`config.mk`:
```
export PLATFORM = sky130hd
export DESIGN_NAME = shift_rot_unit
export DESIGN_NICKNAME = d
export VERILOG_FILES = /design/src/rtl/shift_rot_pkg.sv /design/src/rtl/sr_lane.sv /design/src/rtl/sr_flags.sv /design/src/rtl/shift_rot_unit.sv
export SDC_FILE = /design/constraint.sdc
export NUM_CORES = 1
export LEC_CHECK = 0
export CORE_AREA = 4 4 78 80
export DETAILED_ROUTE_END_ITERATION = 16
export DIE_AREA = 0 0 82 84
export PLACE_DENSITY = 0.49
export SLEW_MARGIN = 5
export SYNTH_ARGS = -nofsm -noshare
export SYNTH_HDL_FRONTEND = slang
export SYNTH_HIERARCHICAL = 1
export SYNTH_SLANG_ARGS = --single-unit
```
`constraint.sdc`:
```
create_clock -name vclk -period 3.4
set_input_delay 0.68 -clock vclk [all_inputs]
set_output_delay 0.68 -clock vclk [all_outputs]
set_load 0.02 [all_outputs]
```
`src/rtl/shift_rot_pkg.sv`:
```
package shift_rot_pkg;

  localparam int SR_OP_W = 3;

  typedef enum logic [SR_OP_W-1:0] {
    SR_SHL = 3'd0,
    SR_ASR = 3'd1,
    SR_LSR = 3'd2,
    SR_ROL = 3'd3,
    SR_ROR = 3'd4
  } sr_op_e;

endpackage

```
`src/rtl/sr_lane.sv`:
```
module sr_lane
  import shift_rot_pkg::*;
#(
  parameter int W        = 8,
  parameter bit FULL_SET = 1'b1
) (
  input  logic [W-1:0]       opd_i,
  input  logic [SR_OP_W-1:0] op_i,
  input  logic               c_i,
  output logic [W-1:0]       res_o,
  output logic               c_o,
  output logic               bad_o
);

  logic [W-1:0] up_w;
  logic [W-1:0] dn_fill0;
  logic [W-1:0] dn_sign;
  logic [W-1:0] dn_carry;
  logic [W-1:0] up_carry;

  assign up_w     = {opd_i[W-2:0], 1'b0};
  assign up_carry = {opd_i[W-2:0], c_i};
  assign dn_fill0 = {1'b0, opd_i[W-1:1]};
  assign dn_sign  = {opd_i[W-1], opd_i[W-1:1]};
  assign dn_carry = {c_i, opd_i[W-1:1]};

  generate
    if (FULL_SET) begin : g_full
      always_comb begin
        res_o = opd_i;
        c_o   = c_i;
        bad_o = 1'b0;
        case (op_i)
          SR_SHL: begin res_o = up_w;     c_o = opd_i[W-1]; end
          SR_ASR: begin res_o = dn_sign;  c_o = opd_i[0];   end
          SR_LSR: begin res_o = dn_fill0; c_o = opd_i[0];   end
          SR_ROL: begin res_o = up_carry; c_o = opd_i[W-1]; end
          SR_ROR: begin res_o = dn_carry; c_o = opd_i[0];   end
          default: bad_o = 1'b1;
        endcase
      end
    end else begin : g_shift_only
      always_comb begin
        res_o = opd_i;
        c_o   = c_i;
        bad_o = 1'b0;
        case (op_i)
          SR_SHL: begin res_o = up_w;     c_o = opd_i[W-1]; end
          SR_LSR: begin res_o = dn_fill0; c_o = opd_i[0];   end
          default: bad_o = 1'b1;
        endcase
      end
    end
  endgenerate

endmodule

```
`src/rtl/sr_flags.sv`:
```
module sr_flags #(
  parameter int W = 8
) (
  input  logic [W-1:0] res_i,
  input  logic         c_i,
  output logic         n_o,
  output logic         z_o,
  output logic         v_o
);

  always_comb begin
    n_o = res_i[W-1];
    z_o = ~|res_i;
    v_o = n_o ^ c_i;
  end

endmodule

```
`src/rtl/shift_rot_unit.sv`:
```
module shift_rot_unit
  import shift_rot_pkg::*;
#(
  parameter int BYTE_W = 8
) (
  input  logic [2*BYTE_W-1:0] opd_i,
  input  logic                wide_i,
  input  logic [SR_OP_W-1:0]  op_i,
  input  logic                c_i,
  output logic [2*BYTE_W-1:0] res_o,
  output logic                n_o,
  output logic                z_o,
  output logic                v_o,
  output logic                c_o,
  output logic                illegal_o
);

  localparam int DBL_W = 2 * BYTE_W;

  logic [BYTE_W-1:0] res_b;
  logic [DBL_W-1:0]  res_d;
  logic              c_b, c_d, bad_b, bad_d;
  logic              n_b, z_b, v_b, n_d, z_d, v_d;

  sr_lane #(.W(BYTE_W), .FULL_SET(1'b1)) u_lane_b (
    .opd_i (opd_i[BYTE_W-1:0]),
    .op_i  (op_i),
    .c_i   (c_i),
    .res_o (res_b),
    .c_o   (c_b),
    .bad_o (bad_b)
  );

  sr_lane #(.W(DBL_W), .FULL_SET(1'b0)) u_lane_d (
    .opd_i (opd_i),
    .op_i  (op_i),
    .c_i   (c_i),
    .res_o (res_d),
    .c_o   (c_d),
    .bad_o (bad_d)
  );

  sr_flags #(.W(BYTE_W)) u_flg_b (
    .res_i (res_b),
    .c_i   (c_b),
    .n_o   (n_b),
    .z_o   (z_b),
    .v_o   (v_b)
  );

  sr_flags #(.W(DBL_W)) u_flg_d (
    .res_i (res_d),
    .c_i   (c_d),
    .n_o   (n_d),
    .z_o   (z_d),
    .v_o   (v_d)
  );

  always_comb begin
    if (wide_i) begin
      res_o     = res_d;
      c_o       = c_d;
      n_o       = n_d;
      z_o       = z_d;
      v_o       = v_d;
      illegal_o = bad_d;
    end else begin
      res_o     = {opd_i[DBL_W-1:BYTE_W], res_b};
      c_o       = c_b;
      n_o       = n_b;
      z_o       = z_b;
      v_o       = v_b;
      illegal_o = bad_b;
    end
  end

  // Cross-lane checks on the assembled outputs
  always_comb begin
    if (illegal_o) begin
      assert_illegal_passthru_R7: assert (res_o == opd_i && c_o == c_i)
        else $error("rejected request altered operand or carry");
    end
    if (!wide_i) begin
      assert_upper_byte_kept_R8: assert (res_o[DBL_W-1:BYTE_W] == opd_i[DBL_W-1:BYTE_W])
        else $error("upper byte changed in byte mode");
    end
    if (!illegal_o && !wide_i && op_i == SR_ASR) begin
      assert_asr_sign_kept_R2: assert (res_o[BYTE_W-1] == opd_i[BYTE_W-1])
        else $error("arithmetic right shift lost sign");
    end
    if (!illegal_o && op_i == SR_ROL) begin
      assert_rol_carry_enters_R4: assert (res_o[0] == c_i)
        else $error("rotate left did not take carry in");
    end
    if (!illegal_o && op_i == SR_LSR) begin
      assert_lsr_zero_fill_R3: assert (wide_i ? !res_o[DBL_W-1] : !res_o[BYTE_W-1])
        else $error("logical right shift did not fill zero");
    end
  end

endmodule

```
==> run summary <==
RUN STATUS
------------------------------------------------------------------------------------
Outcome ............................................................... finished clean

POWER
------------------------------------------------------------------------------------
Pwr per Cell Area .....................................................   170 nW/µm²
Lkg Pwr ...............................................................  0.000996 µW
Overall power consumption .............................................       365 µW
Highest ir drop seen on vdd ...........................................    0.0716 mV

LAYOUT
------------------------------------------------------------------------------------
Seq. cell area ........................................................        0 µm²
Total inserted antenna cells ..........................................            0
Ratio of cells with drive above 1 in the final layout .................        44.3%
Area Overhead vs Synth ................................................        76.3%
Count of sequential standard cells ....................................            0
Layout Utilization ....................................................        39.6%
Layout fillers ........................................................          583
Combined area of the multi-input logic cells ..........................     1110 µm²
Final net count .......................................................          251
Number of clock-tree buffers in the layout ............................            0

TIMING
------------------------------------------------------------------------------------
Period utilisation layout .............................................        97.3%
Fin. Hold Viols .......................................................            0
Final slew viol count .................................................            0
Endpoints failing setup ...............................................            0
Max Freq ..............................................................    0.302 GHz
Worst slew pin tran ...................................................       337 ps
Worst max-slew margin expressed relative to the limit .................        77.3%
Final min period ......................................................      3310 ps
Final-layout worst hold slack .........................................      2330 ps

ROUTE
------------------------------------------------------------------------------------
DRC marker count from the first detailed-route iteration ..............          124
Total length of routed met2 wires .....................................      1920 µm
Detailed route wirelength on metal3 ...................................       224 µm
Top layer used by detailed routing ....................................         met3
Routed WL per cell ....................................................      13.8 µm
Post-route antenna net violation count ................................            0
Routed vias/inst ......................................................         4.69
Total wirelength of the detailed-routed design ........................      4150 µm
Length of routed wiring on met1 .......................................      2000 µm
Via count of the routed design ........................................         1407
DRC violation count after routing .....................................            0
Count of TritonRoute iterations in the first routing pass .............            4

SYNTH
------------------------------------------------------------------------------------
Top cells by count, synth ............................................. 26 x sky130_fd_sc_hd__mux2i_1, 25 x sky130_fd_sc_hd__o21ai_0, 20 x sky130_fd_sc_hd__mux2_4, 9 x sky130_fd_sc_hd__o21ai_2, 8 x sky130_fd_sc_hd__o211ai_1
Synthesized-area fraction occupied by ao, oa, aoi and oai cells .......        25.1%
Syn_nets ..............................................................          159
Average instance area after synthesis .................................     8.79 µm²
Dominant combinational cell family by area after synthesis ............ multiplexers
Largest area contributor in the synthesized netlist ................... sky130_fd_sc_hd__mux2_4
Yosys warnings ........................................................            6
Proportion of synthesized chip area in sequential cells ...............           0%
Area share of fa/ha/maj cells after synthesis .........................           0%
Share of cell area taken by muxes after synthesis .....................        48.0%
Yosys cell types ......................................................           29
Most repeated cell in the gate-level netlist after synthesis .......... sky130_fd_sc_hd__mux2i_1
Share of the synthesized area in the top cell type ....................        24.7%
Post-synthesis cell area ..............................................     1210 µm²
Synth Area in Simple Gates ............................................        12.1%
Post-synthesis instance total .........................................          138
Parity-gate share of the synthesized area counting xor and xnor cells .        4.43%
Largest cells by area after synthesis ................................. sky130_fd_sc_hd__mux2_4 25%, sky130_fd_sc_hd__mux2i_1 21%, sky130_fd_sc_hd__o21ai_0 10%

DIE
------------------------------------------------------------------------------------
DIE WIDTH .............................................................        82 µm
Number of cell rows ...................................................           27
Io pins ...............................................................           42
Placeable core region .................................................     5410 µm²
Area enclosed by the die boundary .....................................     6890 µm²
Chip height ...........................................................        84 µm
Initial cell density of the core ......................................        22.5%

PLACE
------------------------------------------------------------------------------------
Number of input and output port buffers inserted ......................           42
Half-perimeter wire length after placement ............................      3380 µm
RePlAce Congestion ....................................................        0.836

WORST HOLD PATH
------------------------------------------------------------------------------------
Worst Min Path Start ..................................................       wide_i
Worst Hold Depth ......................................................            4
Min-Delay Path Class ..................................................       in2out

SETUP PATH
------------------------------------------------------------------------------------
Type of the worst setup path ..........................................       in2out
Setup crit start ......................................................      op_i[0]
Largest fanout on the critical path ...................................           13
Largest delay share family, worst path ................................ simple AND/OR/NAND/NOR gates
CP arrival ............................................................      2630 ps
Cell seen most often among critical-path stages ....................... sky130_fd_sc_hd__buf_4
Slowest stage delay, CP ...............................................       530 ps
Critical-path cell with the highest stage delay ....................... sky130_fd_sc_hd__or4_1
Depth of the critical timing path with buffers and inverters included .           10
Critical path launch point type .......................................    input pin
Data required time of the worst path ..................................      2720 ps
Series of cell instances along the critical path ...................... dlygate4sd2_1 -> buf_12 -> buf_4 -> xor2_1 -> o211ai_1 -> nand3_1 -> or4_1 -> nor2_1 -> mux2_4 -> buf_4
Worst Setup End Kind .................................................. primary output
Crit path buf inv count ...............................................            4

GLOBAL ROUTING
------------------------------------------------------------------------------------
Global-route wire length before repair ................................      6650 µm
Gr ovfl total .........................................................            0
Number of antenna violations at the first check in global routing .....            0
Pin count of the biggest net entering global routing ..................           22
Overall track demand over capacity in global routing ..................        11.7%
Number of global-route vias before repair .............................         1369

RUN
------------------------------------------------------------------------------------
MaxCap Viol Count .....................................................            0

-- metrics by stage --
| step | std cells | setup TNS, ps | worst slack (ps) | area (µm²) |
|---|---|---|---|---|
| after CTS | 298 | -125 | -125 | 2090 |
| final | 300 | 0 | 90.8 | 2140 |
| after detailed placement | 294 | -5910 | -655 | 2070 |
| after global routing | 300 | -10.4 | -10.4 | 2140 |
| after floorplan | 138 | 0 | 613 | 1210 |
| after global placement | 294 | -5710 | -609 | 2070 |
-- placed cells by master, fill, tap and decap left out, types with 2 or more instances in the layout --
master / n
sky130_fd_sc_hd__xor2_1: 3
sky130_fd_sc_hd__buf_12: 4
sky130_fd_sc_hd__buf_4: 53
sky130_fd_sc_hd__buf_6: 5
sky130_fd_sc_hd__mux2_2: 2
sky130_fd_sc_hd__or3_1: 6
sky130_fd_sc_hd__o21ai_2: 8
sky130_fd_sc_hd__dlygate4sd2_1: 18
sky130_fd_sc_hd__o211ai_1: 8
sky130_fd_sc_hd__clkdlybuf4s50_1: 19
sky130_fd_sc_hd__o21ai_1: 11
sky130_fd_sc_hd__dlymetal6s2s_1: 2
sky130_fd_sc_hd__o21ai_0: 21
sky130_fd_sc_hd__nor4_1: 3
sky130_fd_sc_hd__mux2i_1: 24
sky130_fd_sc_hd__or4_1: 2
sky130_fd_sc_hd__mux2i_2: 2
sky130_fd_sc_hd__mux2_4: 20
-- where the power goes --
group          internal (µW)  total (µW)  switching (µW)
logic                    201         365             163
clock network              0           0               0
registers                  0           0               0
-- metal layers --
layer	global-route usage, %	vias to the layer above
li1	-	718
met4	0	0
met3	0.324	0
met2	19.5	39
met5	0	-
met1	17.5	650
-- logic make-up (layout without fill, tap and decap cells) --
| family | count (synthesis) | in the layout |
|---|---|---|
| AND/OR/NAND/NOR | 22 | 22 |
| multiplexers | 48 | 48 |
| XOR/XNOR | 4 | 4 |
| AO/OA/AOI/OAI | 50 | 50 |
| buffers and inverters | 14 | 104 |
-- final timing paths --
kind               to  slack (ps)
hold / removal    z_o        2330
setup / recovery  z_o          90
-- final cells by class --
cell class / count / area share [%]
timing repair buffer: 104 / 43.8
multi-input combinational: 124 / 52.0
tap: 72 / 4.21
-- timing repair --
item,in CTS,in global routing
gates cloned,0,0
endpoints found under the hold margin,0,0
resized for setup,39,8
endpoints found under the setup margin,21,8
setup buffers,4,2
hold buffers,0,0
pin swaps,1,3
Note: power is estimated with default switching activity, not from simulation.
